===== config.mk =====
export PLATFORM = sky130hd
export DESIGN_NAME = evt_timer
export DESIGN_NICKNAME = d
export VERILOG_FILES = /design/src/rtl/evt_timer.sv
export SDC_FILE = /design/constraint.sdc
export NUM_CORES = 1
export LEC_CHECK = 0
export ABC_CLOCK_PERIOD_IN_PS = 4000
export CAP_MARGIN = 20
export CELL_PAD_IN_SITES_DETAIL_PLACEMENT = 1
export CELL_PAD_IN_SITES_GLOBAL_PLACEMENT = 2
export CORE_UTILIZATION = 25
export DETAILED_ROUTE_END_ITERATION = 10
export PLACE_DENSITY = 0.62
export SLEW_MARGIN = 10
export SYNTH_ARGS = -nofsm -noshare
export SYNTH_HDL_FRONTEND = slang
export SYNTH_SLANG_ARGS = --single-unit

===== constraint.sdc =====
create_clock -name clk -period 4 [get_ports clk]
set_input_delay 0.4 -clock clk [delete_from_list [all_inputs] [get_ports clk]]
set_output_delay 0.4 -clock clk [all_outputs]
set_load 0.02 [all_outputs]

===== src/rtl/evt_timer.sv =====
module evt_timer #(
  parameter int NI = 4,
  parameter int NO = 4,
  parameter int NM = 5,
  parameter int NE = 6,
  parameter int CW = 32,
  parameter int PW = 8,
  parameter int AW = 6,
  parameter int DW = 32
) (
  input  logic          clk,
  input  logic          rst_n,
  input  logic          wr_en,
  input  logic [AW-1:0] wr_addr,
  input  logic [DW-1:0] wr_data,
  input  logic [AW-1:0] rd_addr,
  output logic [DW-1:0] rd_data,
  input  logic [NI-1:0] pin_in,
  output logic [NO-1:0] pin_out,
  output logic          irq
);
  localparam int A_CTL = 0, A_CNT = 1, A_ST = 2, A_MODE = 3, A_RES = 4;
  localparam int A_IEN = 5, A_FLG = 6, A_OUT = 7, A_MR = 8, A_CFG = 16, A_ACT = 24;
  localparam int CFG_W = 12;
  localparam int K_LD = 2*NO, K_NST = K_LD+1, K_GO = K_LD+2, K_STOP = K_LD+3;
  localparam int K_HALT = K_LD+4, K_LIM = K_LD+5, K_CAP = K_LD+6, ACT_W = K_CAP+NM;

  logic halt_q, stop_q, st_q, lim_pend_q;
  logic [PW-1:0] pre_q, pc_q;
  logic [CW-1:0] cnt_q;
  logic [NM-1:0] capmode_q;
  logic [2*NO-1:0] res_q;
  logic [NE-1:0] ien_q, flg_q, fire;
  logic [NO-1:0] out_q, outd_q, out_nx;
  logic [NI-1:0] s1_q, s2_q, s3_q;
  logic [CW-1:0] mr_q [NM];
  logic [CFG_W-1:0] cfg_q [NE];
  logic [ACT_W-1:0] act_q [NE];

  function automatic logic wsel(input int a);
    return wr_en && (wr_addr == AW'(a));
  endfunction

  wire wr_cnt = wsel(A_CNT);
  wire wr_st  = wsel(A_ST);
  wire wr_flg = wsel(A_FLG);
  wire wr_out = wsel(A_OUT);
  wire run    = !halt_q && !stop_q;
  wire tick   = run && (pc_q == pre_q);

  logic [7:0] mhit;
  always_comb begin
    mhit = '0;
    for (int j = 0; j < NM; j++) mhit[j] = tick && !capmode_q[j] && (cnt_q == mr_q[j]);
  end

  for (genvar e = 0; e < NE; e++) begin : g_ev
    wire [1:0] psel = cfg_q[e][4:3];
    wire cur = cfg_q[e][5] ? out_q[psel]  : s2_q[psel];
    wire prv = cfg_q[e][5] ? outd_q[psel] : s3_q[psel];
    wire m   = mhit[cfg_q[e][2:0]];
    logic io, c;
    always_comb begin
      case (cfg_q[e][7:6])
        2'd0: io = !cur;
        2'd1: io = cur;
        2'd2: io = cur && !prv;
        default: io = !cur && prv;
      endcase
      case (cfg_q[e][9:8])
        2'd0: c = m || io;
        2'd1: c = m;
        2'd2: c = io;
        default: c = m && io;
      endcase
    end
    assign fire[e] = c && (st_q ? cfg_q[e][11] : cfg_q[e][10]);
  end

  logic [NO-1:0] set_all, clr_all;
  logic [NM-1:0] cap_all;
  logic ev_go, ev_stop, ev_halt, ev_lim, ev_ld, ev_nst;
  always_comb begin
    set_all = '0; clr_all = '0; cap_all = '0;
    ev_go = 1'b0; ev_stop = 1'b0; ev_halt = 1'b0; ev_lim = 1'b0; ev_ld = 1'b0; ev_nst = 1'b0;
    for (int e = 0; e < NE; e++) begin
      if (fire[e]) begin
        set_all |= act_q[e][NO-1:0];
        clr_all |= act_q[e][2*NO-1:NO];
        cap_all |= act_q[e][K_CAP +: NM];
        ev_go   |= act_q[e][K_GO];
        ev_stop |= act_q[e][K_STOP];
        ev_halt |= act_q[e][K_HALT];
        ev_lim  |= act_q[e][K_LIM];
        if (act_q[e][K_LD]) begin
          ev_ld  = 1'b1;
          ev_nst = act_q[e][K_NST];
        end
      end
    end
  end

  always_comb begin
    for (int i = 0; i < NO; i++) begin
      case ({set_all[i], clr_all[i]})
        2'b10: out_nx[i] = 1'b1;
        2'b01: out_nx[i] = 1'b0;
        2'b11:
          case (res_q[2*i +: 2])
            2'd1: out_nx[i] = 1'b1;
            2'd2: out_nx[i] = 1'b0;
            2'd3: out_nx[i] = !out_q[i];
            default: out_nx[i] = out_q[i];
          endcase
        default: out_nx[i] = out_q[i];
      endcase
    end
  end

  always_ff @(posedge clk or negedge rst_n) begin
    if (!rst_n) begin
      halt_q <= 1'b0; stop_q <= 1'b1; st_q <= 1'b0; lim_pend_q <= 1'b0;
      pre_q <= '0; pc_q <= '0; cnt_q <= '0; capmode_q <= '0; res_q <= '0;
      ien_q <= '0; flg_q <= '0; out_q <= '0; outd_q <= '0;
      s1_q <= '0; s2_q <= '0; s3_q <= '0;
      for (int j = 0; j < NM; j++) mr_q[j] <= '0;
      for (int e = 0; e < NE; e++) begin
        cfg_q[e] <= '0;
        act_q[e] <= '0;
      end
    end else begin
      s1_q <= pin_in; s2_q <= s1_q; s3_q <= s2_q;
      outd_q <= out_q;
      if (wsel(A_CTL)) begin
        halt_q <= wr_data[0];
        stop_q <= wr_data[1];
        pre_q  <= wr_data[8 +: PW];
      end else begin
        halt_q <= halt_q || ev_halt;
        stop_q <= ev_stop || (stop_q && !ev_go);
      end
      pc_q <= (!run || tick) ? '0 : pc_q + PW'(1);
      if (wr_cnt) cnt_q <= wr_data[CW-1:0];
      else if (tick) cnt_q <= (ev_lim || lim_pend_q) ? '0 : cnt_q + CW'(1);
      lim_pend_q <= !(tick || wr_cnt) && (lim_pend_q || ev_lim);
      if (wr_st) st_q <= wr_data[0];
      else if (ev_ld) st_q <= ev_nst;
      if (wsel(A_MODE)) capmode_q <= wr_data[NM-1:0];
      if (wsel(A_RES))  res_q     <= wr_data[2*NO-1:0];
      if (wsel(A_IEN))  ien_q     <= wr_data[NE-1:0];
      flg_q <= (wr_flg ? (flg_q & ~wr_data[NE-1:0]) : flg_q) | fire;
      out_q <= wr_out ? wr_data[NO-1:0] : out_nx;
      for (int j = 0; j < NM; j++) begin
        if (wsel(A_MR + j)) mr_q[j] <= wr_data[CW-1:0];
        else if (capmode_q[j] && cap_all[j]) mr_q[j] <= cnt_q;
      end
      for (int e = 0; e < NE; e++) begin
        if (wsel(A_CFG + e)) cfg_q[e] <= wr_data[CFG_W-1:0];
        if (wsel(A_ACT + e)) act_q[e] <= wr_data[ACT_W-1:0];
      end
    end
  end

  always_comb begin
    rd_data = '0;
    if (rd_addr == AW'(A_CNT)) rd_data = DW'(cnt_q);
    if (rd_addr == AW'(A_ST))  rd_data = DW'(st_q);
    if (rd_addr == AW'(A_FLG)) rd_data = DW'(flg_q);
    if (rd_addr == AW'(A_OUT)) rd_data = DW'(out_q);
    for (int j = 0; j < NM; j++)
      if (rd_addr == AW'(A_MR + j)) rd_data = DW'(mr_q[j]);
  end

  assign pin_out = out_q;
  assign irq     = |(flg_q & ien_q);

  p_count_step_r2: assert property (@(posedge clk) disable iff (!rst_n)
    (tick && !ev_lim && !lim_pend_q && !wr_cnt) |=> cnt_q == $past(cnt_q) + CW'(1));
  p_limit_zero_r12: assert property (@(posedge clk) disable iff (!rst_n)
    (tick && (ev_lim || lim_pend_q) && !wr_cnt) |=> cnt_q == '0);
  p_halt_freeze_r9: assert property (@(posedge clk) disable iff (!rst_n)
    (halt_q && !wr_cnt) |=> cnt_q == $past(cnt_q));
  p_flag_sticky_r11: assert property (@(posedge clk) disable iff (!rst_n)
    !wr_flg |=> (($past(flg_q) & ~flg_q) == '0));
  p_state_hold_r8: assert property (@(posedge clk) disable iff (!rst_n)
    (!ev_ld && !wr_st) |=> $stable(st_q));
  p_out_hold_r7: assert property (@(posedge clk) disable iff (!rst_n)
    (set_all == '0 && clr_all == '0 && !wr_out) |=> $stable(out_q));
endmodule


# After elaboration in Yosys (flattened, before gate mapping)
# Index checks and enable logic that the tools add are counted.
dict set report op_classes {
  n_addsub 2
  mul 0
  div_mod_pow 0
  magnitude_cmp 12
  n_eq_ne 91
  shift 0
  mux 193
  bitwise 39
  reduce_logical 134
}
# cell count
set ops {}
lappend ops {{two-way mux 32 bit} 22}
lappend ops {{equality test 32 bit} 5}
lappend ops {{two-way mux 1 bit} 100}
lappend ops {{equality test 6 x 5 -> 1 bit (second input constant)} 12}
lappend ops {{logical AND 1 bit} 68}
lappend ops {{equality test 6 x 4 -> 1 bit (second input constant)} 10}
lappend ops {{one-hot mux 1 bit (3 select lines)} 20}
lappend ops {{equality test 2 bit (second input constant)} 28}
lappend ops {{two-way mux 4 bit} 13}
lappend ops {{binary-select mux 1 bit (select 2 bit)} 24}
lappend ops {{equality test 2 x 1 -> 1 bit (second input constant)} 20}
lappend ops {{bitwise OR 4 bit} 10}
lappend ops {{equality test 6 x 3 -> 1 bit (second input constant)} 6}
lappend ops {{adder 32 x 1 -> 32 bit (second input constant)} 1}
lappend ops {{two-way mux 5 bit} 6}
lappend ops {{zero test 1 bit} 26}
lappend ops {{bitwise OR 5 bit} 5}
lappend ops {{zero test 2 bit} 12}
lappend ops {{less-than comparator 3 x 4 -> 1 bit (second input constant)} 6}
lappend ops {{!= test 5 bit (second input constant)} 4}
lappend ops {{bitwise OR 1 bit} 20}
lappend ops {{binary-select mux 1 bit (select 3 bit)} 6}
lappend ops {{equality test 6 x 2 -> 1 bit (second input constant)} 3}
lappend ops {{less-than comparator 2 x 3 -> 1 bit (second input constant)} 6}
lappend ops {{other kinds (14)} 38}
dict set report word_totals {
  reg_bits 443
  latchBits 0
  ramBits 0
  mem_bits_ro 0
  in_bits 51
  out_inout_bits 37
  wordCells 507
  n_memories 0
}

# Logic depth before layout (Yosys ltp)
dict set report depth {
  word_depth 25
  depth_mapped 18
  ltp_nobuf 15
}

# Worst setup path after synthesis
# Ideal clock, no wire load.
dict set report synth_path {
  kind {flip-flop to flip-flop}
  start {register cfg_q[64] (netlist bit)}
  end {register out_q[3] (netlist: pin_out[3])}
  setup_time_ns 0.131
  arrival_ns 3.623
  t_required_ns 3.869
  path_slack_ns 0.247
  path_stages_with_launch 16
  n_path_buf 1
  period_less_slack_ns 3.753
  path_cell_list {dfrtp_1 -> mux4_2 -> mux2_2 -> or4b_1 -> and3_1 -> and2_1 -> o41ai_4 -> clkbuf_1 -> a22oi_1 -> nand2_1 -> a211oi_1 -> ha_1 -> nand2_1 -> o21ai_0 -> o21ai_0 -> o21ai_0}
}
dict set report synth_via {
  elab_chain_len 23
  elab_cells_between_ends 49
  cone_classes {eq/ne (4); mux (26); bitwise (10); reduce/logical (9)}
}
# element line
set synth_lines {}
lappend synth_lines {{start, declared} 37} ;# logic [CFG_W-1:0] cfg_q [NE];
lappend synth_lines {{start signal, assigned by index} 158} ;# if (wsel(A_CFG + e)) cfg_q[e] <= wr_data[CFG_W-1:0];
lappend synth_lines {{binary-select mux 1 bit (select 2 bit) (on tied branches)} {59, 60}}
lappend synth_lines {{two-way mux 1 bit (on tied branches) (2 in series)} {59, 60}}
lappend synth_lines {{zero test 1 bit (on tied branches)} {65, 68, 67}}
lappend synth_lines {{logical AND 1 bit (on tied branches)} {68, 67}}
lappend synth_lines {{one-hot mux 1 bit (3 select lines) (*)} 64} ;# case (cfg_q[e][7:6])
lappend synth_lines {{logical AND 1 bit / logical OR 1 bit (equally long branches)} {74, 71}}
lappend synth_lines {{one-hot mux 1 bit (3 select lines) (*)} 70} ;# case (cfg_q[e][9:8])
lappend synth_lines {{logical AND 1 bit (*)} 77} ;# assign fire[e] = c && (st_q ? cfg_q[e][11] : cfg_q[e][10]);
lappend synth_lines {{(+6 left out)} n/a}
lappend synth_lines {{two-way mux 4 bit} 87} ;# if (fire[e]) begin
lappend synth_lines {{bitwise OR 4 bit (on tied branches)} {89, 88}}
lappend synth_lines {{two-way mux 4 bit} 87}
lappend synth_lines {{bitwise OR 4 bit (on tied branches)} {89, 88}}
lappend synth_lines {{two-way mux 4 bit} 87}
lappend synth_lines {{equality test 2 bit / equality test 2 x 1 -> 1 bit (equally long branches)} 105} ;# case ({set_all[i], clr_all[i]})
lappend synth_lines {{!= test 5 bit (no line), or another cell as far along} n/a}
lappend synth_lines {{AND reduction 2 bit (no line) / two-way mux 4 bit (equally long branches)} n/a}
lappend synth_lines {{end signal, assigned} 152} ;# out_q <= wr_out ? wr_data[NO-1:0] : out_nx;
lappend synth_lines {{end, declared} 34} ;# logic [NO-1:0] out_q, outd_q, out_nx;
# Every way passes the cells marked *; elsewhere a longest branch is shown, timed or not. The select of a mux whose other input is x is not followed.
# A chain may end at the register's enable or synchronous reset.

# Worst setup path after layout
dict set report layout_path {
  start {register outd_q[3]}
  end {register mr_q[134] (netlist bit)}
}
dict set report layout_via {
  elab_chain_len 22
  elab_cells_between_ends 79
  cone_classes {mux (36); bitwise (5); reduce/logical (38)}
}
# element line
set layout_lines {}
lappend layout_lines {{start, declared} 34}
lappend layout_lines {{start signal, assigned} 133} ;# outd_q <= out_q;
lappend layout_lines {{binary-select mux 1 bit (select 2 bit)} 60} ;# wire prv = cfg_q[e][5] ? outd_q[psel] : s3_q[psel];
lappend layout_lines {{two-way mux 1 bit (implied by the code)} 60}
lappend layout_lines {{two-way mux 1 bit} 60}
lappend layout_lines {{zero test 1 bit} 67} ;# 2'd2: io = cur && !prv;
lappend layout_lines {{logical AND 1 bit} 67}
lappend layout_lines {{one-hot mux 1 bit (3 select lines)} 64}
lappend layout_lines {{logical AND 1 bit / logical OR 1 bit (equally long branches)} {74, 71}}
lappend layout_lines {{one-hot mux 1 bit (3 select lines)} 70}
lappend layout_lines {{(+6 left out)} n/a}
lappend layout_lines {{bitwise OR 5 bit} 90} ;# cap_all |= act_q[e][K_CAP +: NM];
lappend layout_lines {{two-way mux 5 bit} 87}
lappend layout_lines {{bitwise OR 5 bit} 90}
lappend layout_lines {{two-way mux 5 bit} 87}
lappend layout_lines {{bitwise OR 5 bit} 90}
lappend layout_lines {{two-way mux 5 bit (*)} 87}
lappend layout_lines {{logical AND 1 bit (*)} 155} ;# else if (capmode_q[j] && cap_all[j]) mr_q[j] <= cnt_q;
lappend layout_lines {{nonzero test 2 bit (no line) (*)} n/a}
lappend layout_lines {{end signal, assigned by index} 154} ;# if (wsel(A_MR + j)) mr_q[j] <= wr_data[CW-1:0];
lappend layout_lines {{end signal, assigned by index} 155}
lappend layout_lines {{end, declared} 36} ;# logic [CW-1:0] mr_q [NM];
# Marked as above.

==> key figures <==
Timing
  • Final setup vio count: 13
  • Measured slew at the worst slew-check pin: around 1.2 ns
  • Endpoints failing hold: 0
  • PnR worst setup slack: -0.0340 ns
  • RSZ-0062 raised after global routing: yes
  • Max Clock Skew: 0.0583 ns
  • Relative slew slack: 0.189
  • Pins over their slew limit: 0
  • Setup TNS: -0.152 ns
  • Tcrit/Tclk final: 1.01
  • Fmax: roughly 0.25 GHz
  • Period minus WS final: around 4 ns

Power and ir drop
  • Logic pwr share: 0.397
  • Part of the power in registers: 0.332
  • Clk pwr share: 0.271
  • LEAKAGE: 14.1 nW
  • NetSw: ~7.8 mW
  • Int Power: 12.5 mW
  • Sw frac: 0.384
  • Worst VDD drop: roughly 0.35 mV
  • Power Density: around 620 nW/um^2
  • Final Total Pwr: 20.4 mW

Global route
  • Initial antenna violation count: 4
  • GRT met2 Usage: 0.343
  • All-Layer GR Usage: 0.203
  • First-pass GRT wire length: approximately 150 mm
  • Vias in the first global route: approximately 22000
  • Largest net degree at the start of global routing: approximately 110
  • GRT met3 Usage: 0.0255
  • GR Util met1: 0.266
  • GR peak layer: met2
  • Total gr overflow: 0

CTS
  • Root buffer cell: clkbuf_16
  • Worst skew pair latency: 0.67 ns
  • TritonCTS Buffers: 56
  • Htree depth: 2
  • Reg clk slew, reported paths: ~0.060 ns
  • CTS tree: yes
  • CTS max path bufs: 3
  • Sinks on Clock Net: 443

Routing
  • Detailed Routing Iterations Pass 1: 7
  • WL per Instance: between 20 and 30 um
  • Via density: 5.20
  • DR vias: approximately 21000
  • Drt first-iter violations: between 1500 and 2000
  • DRT Wirelength: 106 mm
  • DRC violations left: 0
  • Detail Route Antenna Nets: 0

Synthesis
  • Synth Area in Compound Gates: 0.121
  • Sequential fraction of the synthesis area: 0.445
  • Synth Register Bits: about 440
  • Cell count after synthesis: approximately 2400
  • Async set-or-reset flop fraction in the synthesized netlist: 1.00
  • Synth Warn #: 0
  • Main flop type after synthesis: dfrtp_1
  • Synthesized-area fraction occupied by adder cells: 0.00502
  • Area leader, netlist: dfrtp_1
  • Area share of the largest cell type after synthesis: 0.443
  • Simple-gate share of the synthesized area: 0.115
  • Number of flops mapped to enable cells by yosys: 0
  • Post-synthesis cell area: 24900 sq um
  • Top cells by area, synth: dfrtp_1 44%, mux2_2 11%, mux2i_1 8.2%, xor2_1 5.8%, a21oi_1 3.7%
  • Main combinational cell family by area after synthesis: multiplexers
  • Unique masters post-synth: 78
  • Multiplexer share of the synthesized area: 0.215
  • Mean area per synthesized cell: 10.5 sq um
  • Syn_nets: between 2000 and 2500
  • Post-Synth XOR/XNOR Area: 0.0622

Run status
  • Status: finished with violations
  • Failing checks: setup timing

Setup path
  • Required time worst endpoint: 4.49 ns
  • Worst Setup End Kind: flop
  • R2R Setup Slk: -0.03 ns
  • Worst setup SP type: flop
  • Setup CP Type: reg -> reg
  • Crit path DAT: about 4.5 ns
  • Largest fanout on the critical path: 8

Floorplanning
  • Initial core utilization: 0.253
  • Die extent in y: 318 um
  • Die area: about 100000 sq um
  • Top-Level Pins: slightly below 90
  • Die Width: 318 um
  • # rows: 115
  • Core Footprint: 98600 sq um

Placed design
  • DPL Wire Length: around 72 mm
  • Area after DPL: around 29000 sq um
  • Placer Congestion: between 0.8 and 0.9
  • Port-buffer cells: 87

Final layout
  • Fin area: approximately 33000 sq um
  • Antenna cells: 0
  • Layout cell share with drive strength beyond 1: 0.325
  • Area Growth Syn to Fin: 31.2%
  • Final net count: around 2700

Job
  • Max Cap Violations: 0

Hold path
  • Worst Hold Class: in -> reg
final cells by class:
class	instances	area, sq um
fill	10800	65800
multi-input combinational	1701	13800
sequential	443	11100
timing repair buffer	430	4180
clock buffer	85	1660
tap	1287	1610
clock inverter	17	332
inverter	18	67.6
cells by family after synthesis:
family | Yosys count
muxes | 473
and+or+nand+nor | 599
xor gates and xnor gates | 177
DFF | 443
adders and majority gates | 10
AOI/OAI and AO/OA | 442
buffers and inverters | 238
synth_stat cells, types with 22 or more instances:
master,count
o31ai_1,28
nand3_1,43
o21ai_0,38
a31oi_1,24
nand4_1,24
dfrtp_1,442
buf_2,23
nor2_1,240
nor4_1,46
or3_1,22
clkbuf_1,175
mux2_2,242
nor3_1,23
a222oi_1,45
mux4_2,25
nand2_1,113
mux2i_1,205
a21oi_1,184
xor2_1,166
placed cells by master, fill, tap and decap left out, drive strengths merged, types with 14 or more instances in the layout:
cell type / n
xor2: 166
nor2b: 19
mux2i: 206
a31oi: 24
a21oi: 184
nand2: 113
inv: 19
nor3: 23
nand4: 24
mux4: 25
a222oi: 45
o21ai: 38
nor4: 47
or3: 22
and3: 15
o31ai: 29
dfrtp: 442
clkdlybuf4s50: 68
o22a: 14
a22oi: 15
nor2: 240
buf: 353
mux2: 242
nand3: 43
clkbuf: 93
worst paths after layout:
check                           cells past startpoint        end  startpoint
worst max-delay path                               13  mr_q[134]   outd_q[3]
worst min-delay path                                1    s1_q[1]   pin_in[1]
worst max register to register                     13  mr_q[134]   outd_q[3]
worst min register to register                      0    s2_q[2]     s1_q[2]
max in group asynchronous                           3     stop_q       rst_n
min in group asynchronous                           2    mr_q[5]       rst_n
what timing repair did:
item	CTS	global route
buffers inserted	21	41
endpoints found under the hold margin	98	0
gates cloned	3	8
hold buffers	1	0
gates resized for setup	100	88
setup endpoints to repair	193	159
pin swaps	30	123
power by group through the flow:
stage	clock network (mW)	logic (mW)	registers (mW)
6_report	5.52	8.08	6.77
3_3_place_gp	0	7.11	6.66
3_5_place_dp	0	7.23	6.73
4_1_cts	5.64	7.64	6.74
2_1_floorplan	0	3.91	6.17
5_1_grt	5.80	8.53	6.91
metrics by stage:
stage	instances	hold slack (ns)	util	worst slack (ns)
global route	3981	0.153	0.332	-0.220
finish	3981	0.175	0.332	-0.0340
CTS	3931	0.130	0.322	-0.0297
detailed placement	3805	0.343	0.294	-0.255
floorplan	2382	0.104	-	0.247
global placement	3805	0.338	0.294	-0.221
registers in the layout (all words and copies together) (netlist names), 4 cells and up:
name and flops:
ien_q 6, s2_q 4, res_q 8, s1_q 4, outd_q 4, pin_out 4, act_q 114, s3_q 4
capmode_q 5, pc_q 8, mr_q 160, cfg_q 72, cnt_q 32, pre_q 8, flg_q 6
metal layers:
layer,vias up,routed length [um]
met5,-,9
met4,2,3700
met3,165,4400
met2,463,51500
met1,10900,46700
li1,9163,-
worst max-delay path, stage by stage (launching register included):
cell      delay, ns
dfrtp_1        0.45
mux4_2         0.50
mux2_2         0.30
or4b_1         0.45
and3_2         0.26
and2_1         0.21
o41ai_4        0.44
buf_12         0.17
a222oi_1       0.17
a21boi_4       0.21
buf_12         0.16
buf_12         0.17
mux2i_2        0.25
a21oi_1        0.09
Note: power is estimated with default switching activity, not from simulation.
